[src/rtl/llsc_pkg.sv]
package llsc_pkg;
  typedef enum logic [1:0] {
    OP_LOAD = 2'b00,
    OP_LL   = 2'b01,
    OP_ST   = 2'b10,
    OP_SC   = 2'b11
  } llsc_op_e;
endpackage

[src/rtl/llsc_entry_match.sv]
module llsc_entry_match #(
  parameter int TAG_W = 28,
  parameter int CPU_W = 2,
  parameter int THR_W = 2
) (
  input  logic             valid_i,
  input  logic [TAG_W-1:0] ent_tag_i,
  input  logic [CPU_W-1:0] ent_cpu_i,
  input  logic [THR_W-1:0] ent_thr_i,
  input  logic [TAG_W-1:0] req_tag_i,
  input  logic [CPU_W-1:0] req_cpu_i,
  input  logic [THR_W-1:0] req_thr_i,
  output logic             ctx_hit_o,
  output logic             gran_hit_o
);
  assign ctx_hit_o  = valid_i && (ent_cpu_i == req_cpu_i) && (ent_thr_i == req_thr_i);
  assign gran_hit_o = valid_i && (ent_tag_i == req_tag_i);
endmodule

[src/rtl/llsc_victim_sel.sv]
module llsc_victim_sel #(
  parameter int NUM_ENT = 4,
  localparam int IDX_W = (NUM_ENT > 1) ? $clog2(NUM_ENT) : 1
) (
  input  logic               clk_i,
  input  logic               rst_ni,
  input  logic [NUM_ENT-1:0] valid_i,
  input  logic [NUM_ENT-1:0] ctx_hit_i,
  input  logic               alloc_i,
  output logic [IDX_W-1:0]   victim_o
);
  logic [IDX_W-1:0] rr_q;
  logic [IDX_W-1:0] ctx_idx, free_idx;
  logic             ctx_any, free_any;

  always_comb begin
    ctx_idx  = '0;
    free_idx = '0;
    for (int i = NUM_ENT - 1; i >= 0; i--) begin
      if (ctx_hit_i[i]) ctx_idx = IDX_W'(i);
      if (!valid_i[i])  free_idx = IDX_W'(i);
    end
    ctx_any  = |ctx_hit_i;
    free_any = ~&valid_i;
    victim_o = ctx_any ? ctx_idx : (free_any ? free_idx : rr_q);
  end

  always_ff @(posedge clk_i or negedge rst_ni) begin
    if (!rst_ni) rr_q <= '0;
    else if (alloc_i && !ctx_any && !free_any)
      rr_q <= (rr_q == IDX_W'(NUM_ENT - 1)) ? '0 : rr_q + 1'b1;
  end

  p_rr_in_range_r10: assert property (@(posedge clk_i) disable iff (!rst_ni)
    rr_q <= IDX_W'(NUM_ENT - 1));
  // eviction only when the table is full and the context is new
  p_evict_full_r10: assert property (@(posedge clk_i) disable iff (!rst_ni)
    (alloc_i && !ctx_any && free_any) |=> $stable(rr_q));
endmodule

[src/rtl/llsc_monitor.sv]
module llsc_monitor
  import llsc_pkg::*;
#(
  parameter int ADDR_W  = 32,
  parameter int CPU_W   = 2,
  parameter int THR_W   = 2,
  parameter int GRAN_W  = 4,
  parameter int NUM_ENT = 4,
  localparam int TAG_W = ADDR_W - GRAN_W,
  localparam int IDX_W = (NUM_ENT > 1) ? $clog2(NUM_ENT) : 1
) (
  input  logic              clk_i,
  input  logic              rst_ni,
  input  logic              req_valid_i,
  input  logic [1:0]        req_op_i,
  input  logic [ADDR_W-1:0] req_addr_i,
  input  logic [CPU_W-1:0]  req_cpu_i,
  input  logic [THR_W-1:0]  req_thr_i,
  output logic              rsp_valid_o,
  output logic              rsp_wr_en_o,
  output logic              rsp_sc_ok_o
);
  typedef struct packed {
    logic             vld;
    logic [TAG_W-1:0] tag;
    logic [CPU_W-1:0] cpu;
    logic [THR_W-1:0] thr;
  } ent_t;

  logic             rq_vld;
  llsc_op_e         rq_op;
  logic [TAG_W-1:0] rq_tag;
  logic [CPU_W-1:0] rq_cpu;
  logic [THR_W-1:0] rq_thr;

  ent_t             tbl_q [NUM_ENT];
  logic [NUM_ENT-1:0] vld_vec, ctx_hit, gran_hit;
  logic [IDX_W-1:0] victim;
  logic             sc_ok, do_ll, do_clr;

  // request register: granule tag drops the low address bits
  always_ff @(posedge clk_i or negedge rst_ni) begin
    if (!rst_ni) begin
      rq_vld <= 1'b0;
      rq_op  <= OP_LOAD;
      rq_tag <= '0;
      rq_cpu <= '0;
      rq_thr <= '0;
    end else begin
      rq_vld <= req_valid_i;
      if (req_valid_i) begin
        rq_op  <= llsc_op_e'(req_op_i);
        rq_tag <= req_addr_i[ADDR_W-1:GRAN_W];
        rq_cpu <= req_cpu_i;
        rq_thr <= req_thr_i;
      end
    end
  end

  for (genvar g = 0; g < NUM_ENT; g++) begin : g_ent
    assign vld_vec[g] = tbl_q[g].vld;
    llsc_entry_match #(.TAG_W(TAG_W), .CPU_W(CPU_W), .THR_W(THR_W)) u_match (
      .valid_i   (tbl_q[g].vld),
      .ent_tag_i (tbl_q[g].tag),
      .ent_cpu_i (tbl_q[g].cpu),
      .ent_thr_i (tbl_q[g].thr),
      .req_tag_i (rq_tag),
      .req_cpu_i (rq_cpu),
      .req_thr_i (rq_thr),
      .ctx_hit_o (ctx_hit[g]),
      .gran_hit_o(gran_hit[g])
    );
  end

  assign do_ll = rq_vld && (rq_op == OP_LL);

  llsc_victim_sel #(.NUM_ENT(NUM_ENT)) u_victim (
    .clk_i    (clk_i),
    .rst_ni   (rst_ni),
    .valid_i  (vld_vec),
    .ctx_hit_i(ctx_hit),
    .alloc_i  (do_ll),
    .victim_o (victim)
  );

  assign sc_ok  = rq_vld && (rq_op == OP_SC) && |(ctx_hit & gran_hit);
  assign do_clr = (rq_vld && (rq_op == OP_ST)) || sc_ok;

  assign rsp_valid_o = rq_vld;
  assign rsp_sc_ok_o = sc_ok;
  assign rsp_wr_en_o = (rq_vld && (rq_op == OP_ST)) || sc_ok;

  always_ff @(posedge clk_i or negedge rst_ni) begin
    if (!rst_ni) begin
      for (int i = 0; i < NUM_ENT; i++) tbl_q[i] <= '0;
    end else begin
      for (int i = 0; i < NUM_ENT; i++) begin
        if (do_ll && (victim == IDX_W'(i)))
          tbl_q[i] <= '{vld: 1'b1, tag: rq_tag, cpu: rq_cpu, thr: rq_thr};
        else if (do_clr && gran_hit[i])
          tbl_q[i].vld <= 1'b0;
      end
    end
  end

  p_sc_ok_writes_r2: assert property (@(posedge clk_i) disable iff (!rst_ni)
    rsp_sc_ok_o |-> (rsp_wr_en_o && rsp_valid_o));
  p_sc_empty_fails_r4: assert property (@(posedge clk_i) disable iff (!rst_ni)
    (rq_vld && rq_op == OP_SC && vld_vec == '0) |-> (!rsp_wr_en_o && !rsp_sc_ok_o));
  p_store_writes_r5: assert property (@(posedge clk_i) disable iff (!rst_ni)
    (rq_vld && rq_op == OP_ST) |-> (rsp_wr_en_o && !rsp_sc_ok_o));
  p_store_no_grow_r6: assert property (@(posedge clk_i) disable iff (!rst_ni)
    (rq_vld && rq_op == OP_ST) |=> ($countones(vld_vec) <= $past($countones(vld_vec))));
  p_sc_fail_stable_r8: assert property (@(posedge clk_i) disable iff (!rst_ni)
    (rq_vld && rq_op == OP_SC && !rsp_sc_ok_o) |=> $stable(vld_vec));
  p_ctx_unique_r9: assert property (@(posedge clk_i) disable iff (!rst_ni)
    $onehot0(ctx_hit));
  p_ll_no_resp_r11: assert property (@(posedge clk_i) disable iff (!rst_ni)
    (rq_vld && (rq_op == OP_LL || rq_op == OP_LOAD)) |-> (!rsp_wr_en_o && !rsp_sc_ok_o));
  p_ll_holds_r2: assert property (@(posedge clk_i) disable iff (!rst_ni)
    do_ll |=> (vld_vec != '0));
endmodule

[config.mk]
export PLATFORM = sky130hd
export DESIGN_NAME = llsc_monitor
export DESIGN_NICKNAME = d
export VERILOG_FILES = /design/src/rtl/llsc_pkg.sv /design/src/rtl/llsc_entry_match.sv /design/src/rtl/llsc_victim_sel.sv /design/src/rtl/llsc_monitor.sv
export SDC_FILE = /design/constraint.sdc
export NUM_CORES = 1
export LEC_CHECK = 0
export BUFFER_PORTS_ARGS = -buffer_cell sky130_fd_sc_hd__buf_4
export CAP_MARGIN = 20
export CORE_MARGIN = 8
export CORE_UTILIZATION = 25
export DETAILED_ROUTE_END_ITERATION = 16
export GPL_ROUTABILITY_DRIVEN = 0
export PLACE_DENSITY_LB_ADDON = 0.05
export SLEW_MARGIN = 20
export SYNTH_ARGS = -nofsm -noshare
export SYNTH_HDL_FRONTEND = slang
export SYNTH_SLANG_ARGS = --single-unit
[constraint.sdc]
create_clock -name clk_i -period 2.6 [get_ports clk_i]
set_input_delay 0.39 -clock clk_i [delete_from_list [all_inputs] [get_ports clk_i]]
set_output_delay 0.39 -clock clk_i [all_outputs]
set_load 0.01 [all_outputs]
==> impl_metrics.csv <==
group,metric,value,unit
run_status,status,"finished with violations",
run_status,violations,"setup timing",
setup_path,r2r_start,"rq_tag[4]",
cells_and_area,multi_input_area,3960,sq um
setup_path,worstPathMaxFanout,4,
clock_tree,clock-root-buffer,"clkbuf_16",
cells_and_area,instances_no_fill,1234,
timing,tightest_slew,0.701,ns
pwr,total_power,11.6,mW
global_routing,grt_usage,0.136,
run,cap_violations,0,
timing,hold_violations,0,
yosys,synth_cells,663,
clock_tree,clock_latency,0.44,ns
cells_and_area,layout_commonest_cell,"dfrtp_1",
global_routing,grt_max_degree,53,
yosys,ys_seq_area_frac,0.503,
timing,max_clock_freq,298,MHz
setup_path,critPathBufInv,2,
clock_tree,cts_tree,"done",
yosys,yosysUniqueCellTypes,49,
clock_tree,numCtsBuffers,17,
cells_and_area,antenna_cells,0,
die,rows,67,
yosys,synth.avg_cell_area,12.7,sq um
clock_tree,cts.sinks,169,
setup_path,crit_slowest_cell,"or3_2",
setup_path,path_cells,"xor2_1, nor4_4, buf_4, nand4_1, or3_2, o22a_2, o221ai_4, and4_1, buf_4",
detailed_routing,drt_iter0_drc,243,
die,ioPinCount,44,
timing,clock_skew,0.00820,ns
yosys,synthFlopType,"dfrtp_1",
global_routing,grt_pass1_vias,5887,
yosys,synth_area,8410,sq um
setup_path,critPathLaunch,"rq_tag[2]",
global_routing,grt_pass1_wl,39000,um
detailed_routing,drc,0,
timing,rsz0062_at_grt,"yes",
yosys,synth_warnings,0,
clock_tree,max-clock-path-buffers,2,
pwr,p_per_area,1090,nW/um^2
yosys,ys_ff_latch,169,
setup_path,criticalPathCategory,"register to output pin",
detailed_routing,wl_per_cell,20.6,um
detailed_routing,vias_per_cell,4.37,
global_routing,antenna_found_initial,0,
cells_and_area,num-fill-cells,3425,
setup_path,cp-start-kind,"register",
worst_hold_path,hp-start,"req_addr_i[16]",
timing,maxSlewHeadroom,0.533,
cells_and_area,most-common-layout-cells,"dfrtp_1, mux2_2, buf_4, xor2_1, xnor2_1",
setup_path,endpoint_kind,"output pin",
timing,slew_viol_final,0,
cells_and_area,synthToLayoutAreaGrowth,26.2,%
global_routing,grt.overflow.total,0,
timing,fin_crit,3.36,ns
timing,setup_viol,4,
die,initial_core_util,0.252,
setup_path,critical-path-top-delay-family,"simple AND/OR/NAND/NOR gates",
die,core,33400,sq um
setup_path,slowest_delay,0.53,ns
yosys,synthArstFlopShare,1.00,
timing,setup_ws,-0.760,ns
detailed_routing,drt_wl_total,25500,um
yosys,syn_nets,705,
place,placedCellCount,1197,
setup_path,cp_data_arrival_time,2.97,ns
detailed_routing,vias,5393,
place,portBuffers,39,
setup_path,cp_data_required_time,2.21,ns
die,die_width,199,um
yosys,synth_edf_count,0,
place,dpl.hpwl,18700,um
die,die_h,199,um
detailed_routing,drt-pass1-iter-count,6,
timing,post-route-period-util,1.29,
clock_tree,h-tree-depth,4,
setup_path,crit_top_cell,"buf_4",
pwr,p_leak,4.62,nW
worst_hold_path,hp-class,"input pin to register",
clock_tree,clkTransAtPathRegs,0.06,ns
cells_and_area,drive_gt1_frac,0.440,
cells_and_area,seqCellArea,4230,sq um
detailed_routing,ant_nets,0,
cells_and_area,nets,817,
die,dieArea,39800,sq um
pwr,irDropWorstVdd,0.457,mV
## synthesized netlist by cell type, types with 7 or more instances
cell type	count	area [sq um]
dfrtp_1	169	4230
mux2_2	139	1570
xor2_1	70	613
xnor2_1	49	429
nand4_1	27	169
nor4_1	25	156
buf_2	20	100
nand2_1	17	63.8
mux2_1	16	180
clkbuf_1	14	52.6
inv_1	13	48.8
nor2_1	11	41.3
buf_6	10	113
nor3_1	9	45.0
o21ai_0	8	40.0
nand3_1	7	35.0
xnor2_2	7	114
## kinds of logic (layout without fill, tap and decap cells)
| logic type | count (synthesis) | in the layout | share of synthesized area |
|---|---|---|---|
| xor+xnor | 126 | 126 | 0.137 |
| simple gates | 115 | 115 | 0.0784 |
| compound gates | 29 | 29 | 0.0235 |
| flops | 169 | 169 | 0.503 |
| fa+ha+maj | 1 | 1 | 0.00149 |
| mux | 159 | 159 | 0.212 |
| buf+inv | 64 | 187 | 0.0440 |
## registers in the layout, summed over array words and instances, names as in the netlist
signal	count
rq_cpu	2
rq_op	2
rq_tag	28
rq_thr	2
rsp_valid_o	1
tbl_q	132
u_victim.rr_q	2
## worst paths after layout
path,endpoint,cells past startpoint,slack [ns]
max reg2reg,tbl_q[32],11,-0.08
max in group asynchronous,rq_tag[13],3,1.39
max,rsp_sc_ok_o,9,-0.76
min in group asynchronous,tbl_q[33],2,0.46
min reg2reg,tbl_q[24],1,0.51
min,rq_tag[12],3,0.16
## per-stage QoR
step	area (sq um)	TNS (ns)	setup WS [ns]	utilization	hold slack (ns)
2_1_floorplan	8410	0	0.0520	-	0.0944
3_3_place_gp	9800	-1.23	-0.703	0.294	0.393
3_5_place_dp	9800	-1.30	-0.722	0.294	0.400
4_1_cts	10600	-1.47	-0.948	0.317	0.140
5_1_grt	10600	-2.04	-0.878	0.318	0.159
6_report	10600	-1.25	-0.760	0.318	0.163
## report_power, final
group          total (mW)  internal, mW  switching, mW  leakage (nW)
registers            4.43          3.68          0.759          2.07
clock network        2.67          1.60           1.07         0.302
logic                4.47          2.32           2.15          2.24
total                11.6          7.59           3.98          4.62
## worst min-delay path, stage by stage
cell and delay, ns:
buf_4 0.08, nand2_1 0.04, o21ai_0 0.05
## per-layer routing
metal,global-route usage,share of wire,wire [um]
met2,0.212,0.46,11700
met4,0.0469,0.021,542
met3,0.0315,0.038,962
met1,0.185,0.48,12300
met5,0,0,0
## timing repair
item / 4_1_cts / 5_1_grt
gates resized for setup: 18 / 9
endpoints found under the setup margin: 14 / 64
pin swaps: 12 / 4
hold buffers: 1 / 0
gates cloned: 0 / 0
endpoints found under the hold margin: 47 / 0
buffers inserted: 6 / 0
## cell type report
| class | instances | share of cell area |
|---|---|---|
| Sequential cell | 169 | 0.399 |
| Multi-Input combinational cell | 430 | 0.373 |
| Timing Repair Buffer | 144 | 0.114 |
| Tap cell | 448 | 0.0528 |
| Clock buffer | 22 | 0.0456 |
| Clock inverter | 8 | 0.0112 |
| Inverter | 13 | 0.00460 |
(Power assumes the default switching activity.)
